$ cat config.mk
export PLATFORM = sky130hd
export DESIGN_NAME = e1_slot_sub
export DESIGN_NICKNAME = d
export VERILOG_FILES = /design/src/rtl/e1_slot_sub.sv
export SDC_FILE = /design/constraint.sdc
export NUM_CORES = 1
export LEC_CHECK = 0
export BUFFER_PORTS_ARGS = -buffer_cell sky130_fd_sc_hd__buf_2
export CORE_ASPECT_RATIO = 0.6
export CORE_MARGIN = 8
export CORE_UTILIZATION = 50
export DETAILED_ROUTE_END_ITERATION = 6
export GPL_TIMING_DRIVEN = 0
export HOLD_SLACK_MARGIN = 0.08
export PLACE_DENSITY = 0.72
export SYNTH_ARGS = -nofsm -noshare
export SYNTH_HDL_FRONTEND = slang
export SYNTH_SLANG_ARGS = --single-unit
$ cat constraint.sdc
create_clock -name clk -period 2.16 [get_ports clk]
set_input_delay 0 -clock clk [delete_from_list [all_inputs] [get_ports clk]]
set_output_delay 0 -clock clk [all_outputs]
set_load 0.01 [all_outputs]
$ cat src/rtl/e1_slot_sub.sv
module e1_slot_sub #(
  parameter int NCH   = 32,
  parameter int SLOTW = 8,
  parameter logic [7:0] MASK_BASE = 8'h26
) (
  input  logic       clk,
  input  logic       rst_n,
  input  logic       fsync,
  input  logic       bp_in,
  input  logic       rx_in,
  output logic       line_out,
  input  logic [7:0] reg_addr,
  input  logic [7:0] reg_wdata,
  input  logic       reg_we,
  output logic [7:0] reg_rdata
);
  localparam int NBYTE = NCH / 8;
  localparam int BW    = $clog2(SLOTW);
  localparam int CW    = $clog2(NCH);
  localparam int PW    = BW + CW;
  localparam logic [7:0] IDLE_ADDR = MASK_BASE + 8'(NBYTE);
  localparam logic [7:0] CTRL_ADDR = MASK_BASE + 8'(NBYTE) + 8'd1;
  localparam int MODE_BIT = 5;

  logic [NCH-1:0]   chan_sel;
  logic [SLOTW-1:0] idle_code;
  logic             loop_mode;
  logic [PW-1:0]    pos;
  logic             sel_q, mode_q;
  logic [SLOTW-1:0] idle_q;

  wire [BW-1:0] bit_idx = pos[BW-1:0];
  wire [CW-1:0] ch_idx  = pos[PW-1:BW];
  wire          slot_start = (bit_idx == '0);

  wire             sel_now  = slot_start ? chan_sel[ch_idx] : sel_q;
  wire             mode_now = slot_start ? loop_mode : mode_q;
  wire [SLOTW-1:0] idle_now = slot_start ? idle_code : idle_q;
  wire             idle_bit = idle_now[BW'(SLOTW-1) - bit_idx];
  wire             next_bit = !sel_now ? bp_in : (mode_now ? rx_in : idle_bit);

  always_ff @(posedge clk) begin
    if (!rst_n) pos <= '0;
    else if (fsync) pos <= '0;
    else pos <= pos + 1'b1;
  end

  always_ff @(posedge clk) begin
    if (!rst_n) begin
      sel_q <= 1'b0; mode_q <= 1'b0; idle_q <= '0;
    end else if (slot_start) begin
      sel_q <= sel_now; mode_q <= mode_now; idle_q <= idle_now;
    end
  end

  always_ff @(posedge clk) begin
    if (!rst_n) line_out <= 1'b0;
    else line_out <= next_bit;
  end

  generate
    for (genvar b = 0; b < NBYTE; b++) begin : g_mask
      always_ff @(posedge clk) begin
        if (!rst_n) chan_sel[b*8 +: 8] <= '0;
        else if (reg_we && reg_addr == MASK_BASE + 8'(b)) chan_sel[b*8 +: 8] <= reg_wdata;
      end
    end
  endgenerate

  always_ff @(posedge clk) begin
    if (!rst_n) begin
      idle_code <= '0; loop_mode <= 1'b0;
    end else if (reg_we) begin
      if (reg_addr == IDLE_ADDR) idle_code <= reg_wdata[SLOTW-1:0];
      if (reg_addr == CTRL_ADDR) loop_mode <= reg_wdata[MODE_BIT];
    end
  end

  always_comb begin
    reg_rdata = '0;
    for (int b = 0; b < NBYTE; b++)
      if (reg_addr == MASK_BASE + 8'(b)) reg_rdata = chan_sel[b*8 +: 8];
    if (reg_addr == IDLE_ADDR) reg_rdata = 8'(idle_code);
    if (reg_addr == CTRL_ADDR) reg_rdata[MODE_BIT] = loop_mode;
  end

  p_sync_r7: assert property (@(posedge clk) disable iff (!rst_n)
    fsync |=> (pos == '0));
  p_hold_slot_r8: assert property (@(posedge clk) disable iff (!rst_n)
    !slot_start |=> ($stable(sel_q) && $stable(mode_q) && $stable(idle_q)));
  p_pass_r5: assert property (@(posedge clk) disable iff (!rst_n)
    (!slot_start && !sel_q) |=> (line_out == $past(bp_in)));
  p_loop_r6: assert property (@(posedge clk) disable iff (!rst_n)
    (!slot_start && sel_q && mode_q) |=> (line_out == $past(rx_in)));
  p_ctrl_rsvd_r2: assert property (@(posedge clk) disable iff (!rst_n)
    (reg_addr == CTRL_ADDR) |-> (reg_rdata[7:6] == 2'b00 && reg_rdata[4:0] == 5'b0));
endmodule

---- After elaboration in Yosys (flattened, before gate mapping) ----
Index checks and enable logic that the tools add are counted.
W data, S select, Z words.
storage, ports and cells
  register bits ........................... 60
  output and inout bits ................... 9
  word-level logic and storage cells ...... 45
  bits of input ports ..................... 22
cells by class
  magnitude comparators ................... 2
  equality and inequality tests ........... 6
  add/sub/neg operators ................... 2
  bitwise logic cells ..................... 1
  reduce and logical (&&, ||, !) cells .... 8
  muxes and demuxes ....................... 15
operators by type and width
  cell                   count
  $eq A8 B6 Y1 const B   6
  $mux W8                6
  $add A8 B1 Y8 const B  1
  $mux W1                7
  $lt A5 B6 Y1 const B   1
  $bmux W1 S5            1
  $logic_and A1 B1 Y1    4
  $lt A3 B4 Y1 const B   1
  $reduce_and A2 Y1      2
  $bmux W1 S3            1
  $logic_not A3 Y1       1
  $sub A3 B3 Y3 const A  1
  $reduce_or A2 Y1       1
  $not A1 Y1             1

---- Depth between registers and ports, before layout ----
  word-level depth ........................ 7
  mapped depth ............................ 9
  mapped depth without buffers ............ 8

---- Worst setup path after synthesis ----
Ideal clock, no wire load.
  kind .................................... reg2reg
  from .................................... register pos[0]
  to ...................................... register line_out
  period minus slack after synthesis ...... 2.043 ns
  slack ................................... 0.117 ns
  setup time .............................. 0.072 ns
  stages on the path, launching flop included .. 10
  arrival ................................. 1.972 ns
  cells stage by stage .................... dfxtp_1 inv_1 ha_1 nor2b_4 buf_12 mux2i_1 o21ai_2 a21oi_1 or4b_1 mux2i_1
on the way
  cells in the longest elaborated chain, start to end .. 6
RTL lines
  what                                                   RTL line  text
  start, declared                                        28        logic [PW-1:0] pos;
  start signal, assigned                                 45        else pos <= pos + 1'b1;
  branches (longest 5 deep; another with $sub A3 B3 Y3)  -
  $mux W1 *                                              40        wire next_bit = !sel_now ? bp_in : (mode_now ? rx_in : idle_bit);
  end signal, assigned                                   58        else line_out <= next_bit;
  end, declared                                          11        output logic line_out,
Every way passes the cells marked *. The select of a mux whose other input is x is not followed.
A chain may end at the register's enable or synchronous reset.

---- Worst setup path in the final report ----
  from .................................... register pos[1]
  to ...................................... register line_out
The elaborated chain is that of the path after synthesis.

==> results.json <==
{
  "setup_viol": 0,
  "tightest_slew_ns": 0.636,
  "ys.warnings.count": 0,
  "vias_per_cell": 5.66,
  "crit_path_end_kind": "flop",
  "drive_above_1_share_pct": 15.7,
  "final_max_slew_viol_count": 0,
  "synthDistinctLibCells": 41,
  "initial_core_util_pct": 51.6,
  "rsz0062_at_grt": "no",
  "first_pass_iters": 5,
  "grt_max_degree": 11,
  "arrival_ns": 2.32,
  "grt_util_all_layers_pct": 18.5,
  "cts.path.max_buffers": 2,
  "synth-edff-count": 0,
  "vdd_drop_max_mv": 0.304,
  "required_ns": 2.44,
  "clk_latency_ns": 0.35,
  "slew_headroom_pct": 57.6,
  "yosys_register_bits": 60,
  "hpwlAfterDp_mm": 6.36,
  "period_minus_slack_ns": 2.04,
  "ant_nets": 0,
  "outcome": "complete, no violations",
  "numCtsBuffers": 9,
  "hold_class": "input port to flop",
  "synthesis.area_um2": 3140,
  "wl_mm": 8.41,
  "clockRootBuffer": "clkbuf_8",
  "cts_sinks": 60,
  "final_cell_mix": "64 x mux2i_1, 58 x dfxtp_1, 35 x nand2_1, 35 x nor2b_1, 31 x buf_2",
  "synth_fp_nets": 362,
  "die_area_um2": 9160,
  "cts.clk_slew.worst_paths_ns": 0.06,
  "utilization_pct": 61.3,
  "worstSetupPathType": "flop to flop",
  "drt_iter0_markers": 243,
  "core_um2": 6080,
  "synthTopCellsByArea": "dfxtp_1 38%, mux2i_1 21%, nor2b_1 7.0%",
  "avgSynthCellArea_um2": 9.30,
  "syn_inst": 338,
  "dr_total_vias": 2704,
  "num_io_pins": 31,
  "power_density_nw_per_um2": 624,
  "hold_violations": 0,
  "grt_first_pass_wirelength_mm": 13.5,
  "drc": 0,
  "layout.nets": 413,
  "yosys.area.top_type_share_pct": 38.2,
  "num_rows": 22,
  "diodes": 0,
  "start_kind": "flop",
  "antenna_found_initial": 0,
  "clock_skew_ns": 0.00330,
  "async_reset_ff_share_pct": 0,
  "portBuffers": 29,
  "p_leak_uw": 0.00141,
  "area_growth_pct": 18.8,
  "cap_violations": 0,
  "grt_overflow": 0,
  "design_area_um2": 3730,
  "fmax_mhz": 491,
  "wl_per_cell_um": 17.6,
  "cp_max_fo": 10,
  "htreeDepth": 3,
  "die_w_um": 118,
  "synth.yosys.seq_area_share_pct": 38.2,
  "dpl_cell_area_um2": 3390,
  "grt_pass1_vias": 2500,
  "cts_tree": "yes",
  "final_common_cell": "mux2i_1",
  "die_h_um": 77.4,
  "gp_congestion": 0.909,
  "yosysTopAreaCell": "dfxtp_1",
  "post-route-period-util_pct": 94.2,
  "synth_ff_type": "dfxtp_1"
}
final timing paths:
check,startpoint,to,slack [ns],cells past startpoint
min,rx_in,line_out,0.12,4
min reg2reg,pos[0],pos[0],0.49,1
max reg2reg,pos[1],line_out,0.12,9
max,pos[1],line_out,0.12,9
report_power, final:
group / internal (uW) / total [uW] / switching, uW
clock network: 592 / 1050 / 455
logic: 78.3 / 166 / 87.9
registers: 1110 / 1120 / 4.94
total: 1780 / 2330 / 548
flip-flops by register name, indices dropped and copies added, names as in the netlist:
register,count
sel_q,1
loop_mode,1
chan_sel,32
idle_code,8
pos,8
line_out,1
idle_q,8
mode_q,1
area by class of cell:
class | count | area, um2
sequential | 60 | 1210
inverter | 7 | 28.8
clock inverter | 4 | 47.5
fill | 536 | 2350
buffer | 17 | 93.8
timing repair buffer | 40 | 255
tap | 84 | 105
multi-input combinational | 254 | 1840
clock buffer | 12 | 155
what timing repair did:
item,in CTS,in global routing
setup endpoints to repair,1,1
pin swaps,0,1
hold endpoints to repair,42,0
resized for setup,3,6
hold buffers,11,0
setup buffers,0,0
synth_stat cells, drive strengths merged, types with 2 or more instances:
cell	n
a211oi	2
a21boi	17
a21oi	6
a22oi	4
and2b	2
buf	5
clkbuf	12
dfxtp	60
ha	2
inv	7
mux2i	65
nand2	35
nand2b	4
nand3	9
nand4b	2
nor2	16
nor2b	36
o21a	6
o21ai	20
o221ai	8
o22ai	2
xor2	5
metal layers:
layer | vias up | share of wire (%) | global-route usage [%]
met5 | - | 0 | 0
met4 | 0 | 1.1 | 4.45
met3 | 12 | 8.7 | 6.14
met2 | 130 | 39 | 25.3
met1 | 1267 | 51 | 26.9
li1 | 1295 | - | -
cells by family after synthesis:
| family | share of synthesized area, % |
|---|---|
| xor+xnor | 1.67 |
| simple gates | 19.7 |
| buf+inv | 3.74 |
| mux | 20.7 |
| fa+ha+maj | 0.796 |
| flops | 38.2 |
| compound gates | 15.2 |
worst max-delay path, cell delays in order (launching register included):
cell and delay [ns]:
dfxtp_2 0.37, inv_1 0.09, ha_4 0.18, nor2b_4 0.14, buf_12 0.14, mux2i_2 0.17, o21ai_2 0.15, a21oi_1 0.08
or4b_1 0.52, mux2i_1 0.12
stage by stage:
step / hold slack [ns] / cells / TNS [ns] / total power, uW / worst slack [ns]
4_1_cts: 0.112 / 478 / 0 / 2330 / 0.00395
2_1_floorplan: 0.142 / 338 / 0 / 1230 / 0.117
3_3_place_gp: 0.252 / 451 / -0.113 / 1280 / -0.113
5_1_grt: 0.125 / 478 / 0 / 2400 / 0.0257
6_report: 0.124 / 478 / 0 / 2330 / 0.125
3_5_place_dp: 0.261 / 451 / -0.118 / 1290 / -0.118
No activity file was read; power rests on OpenSTA's default activity.
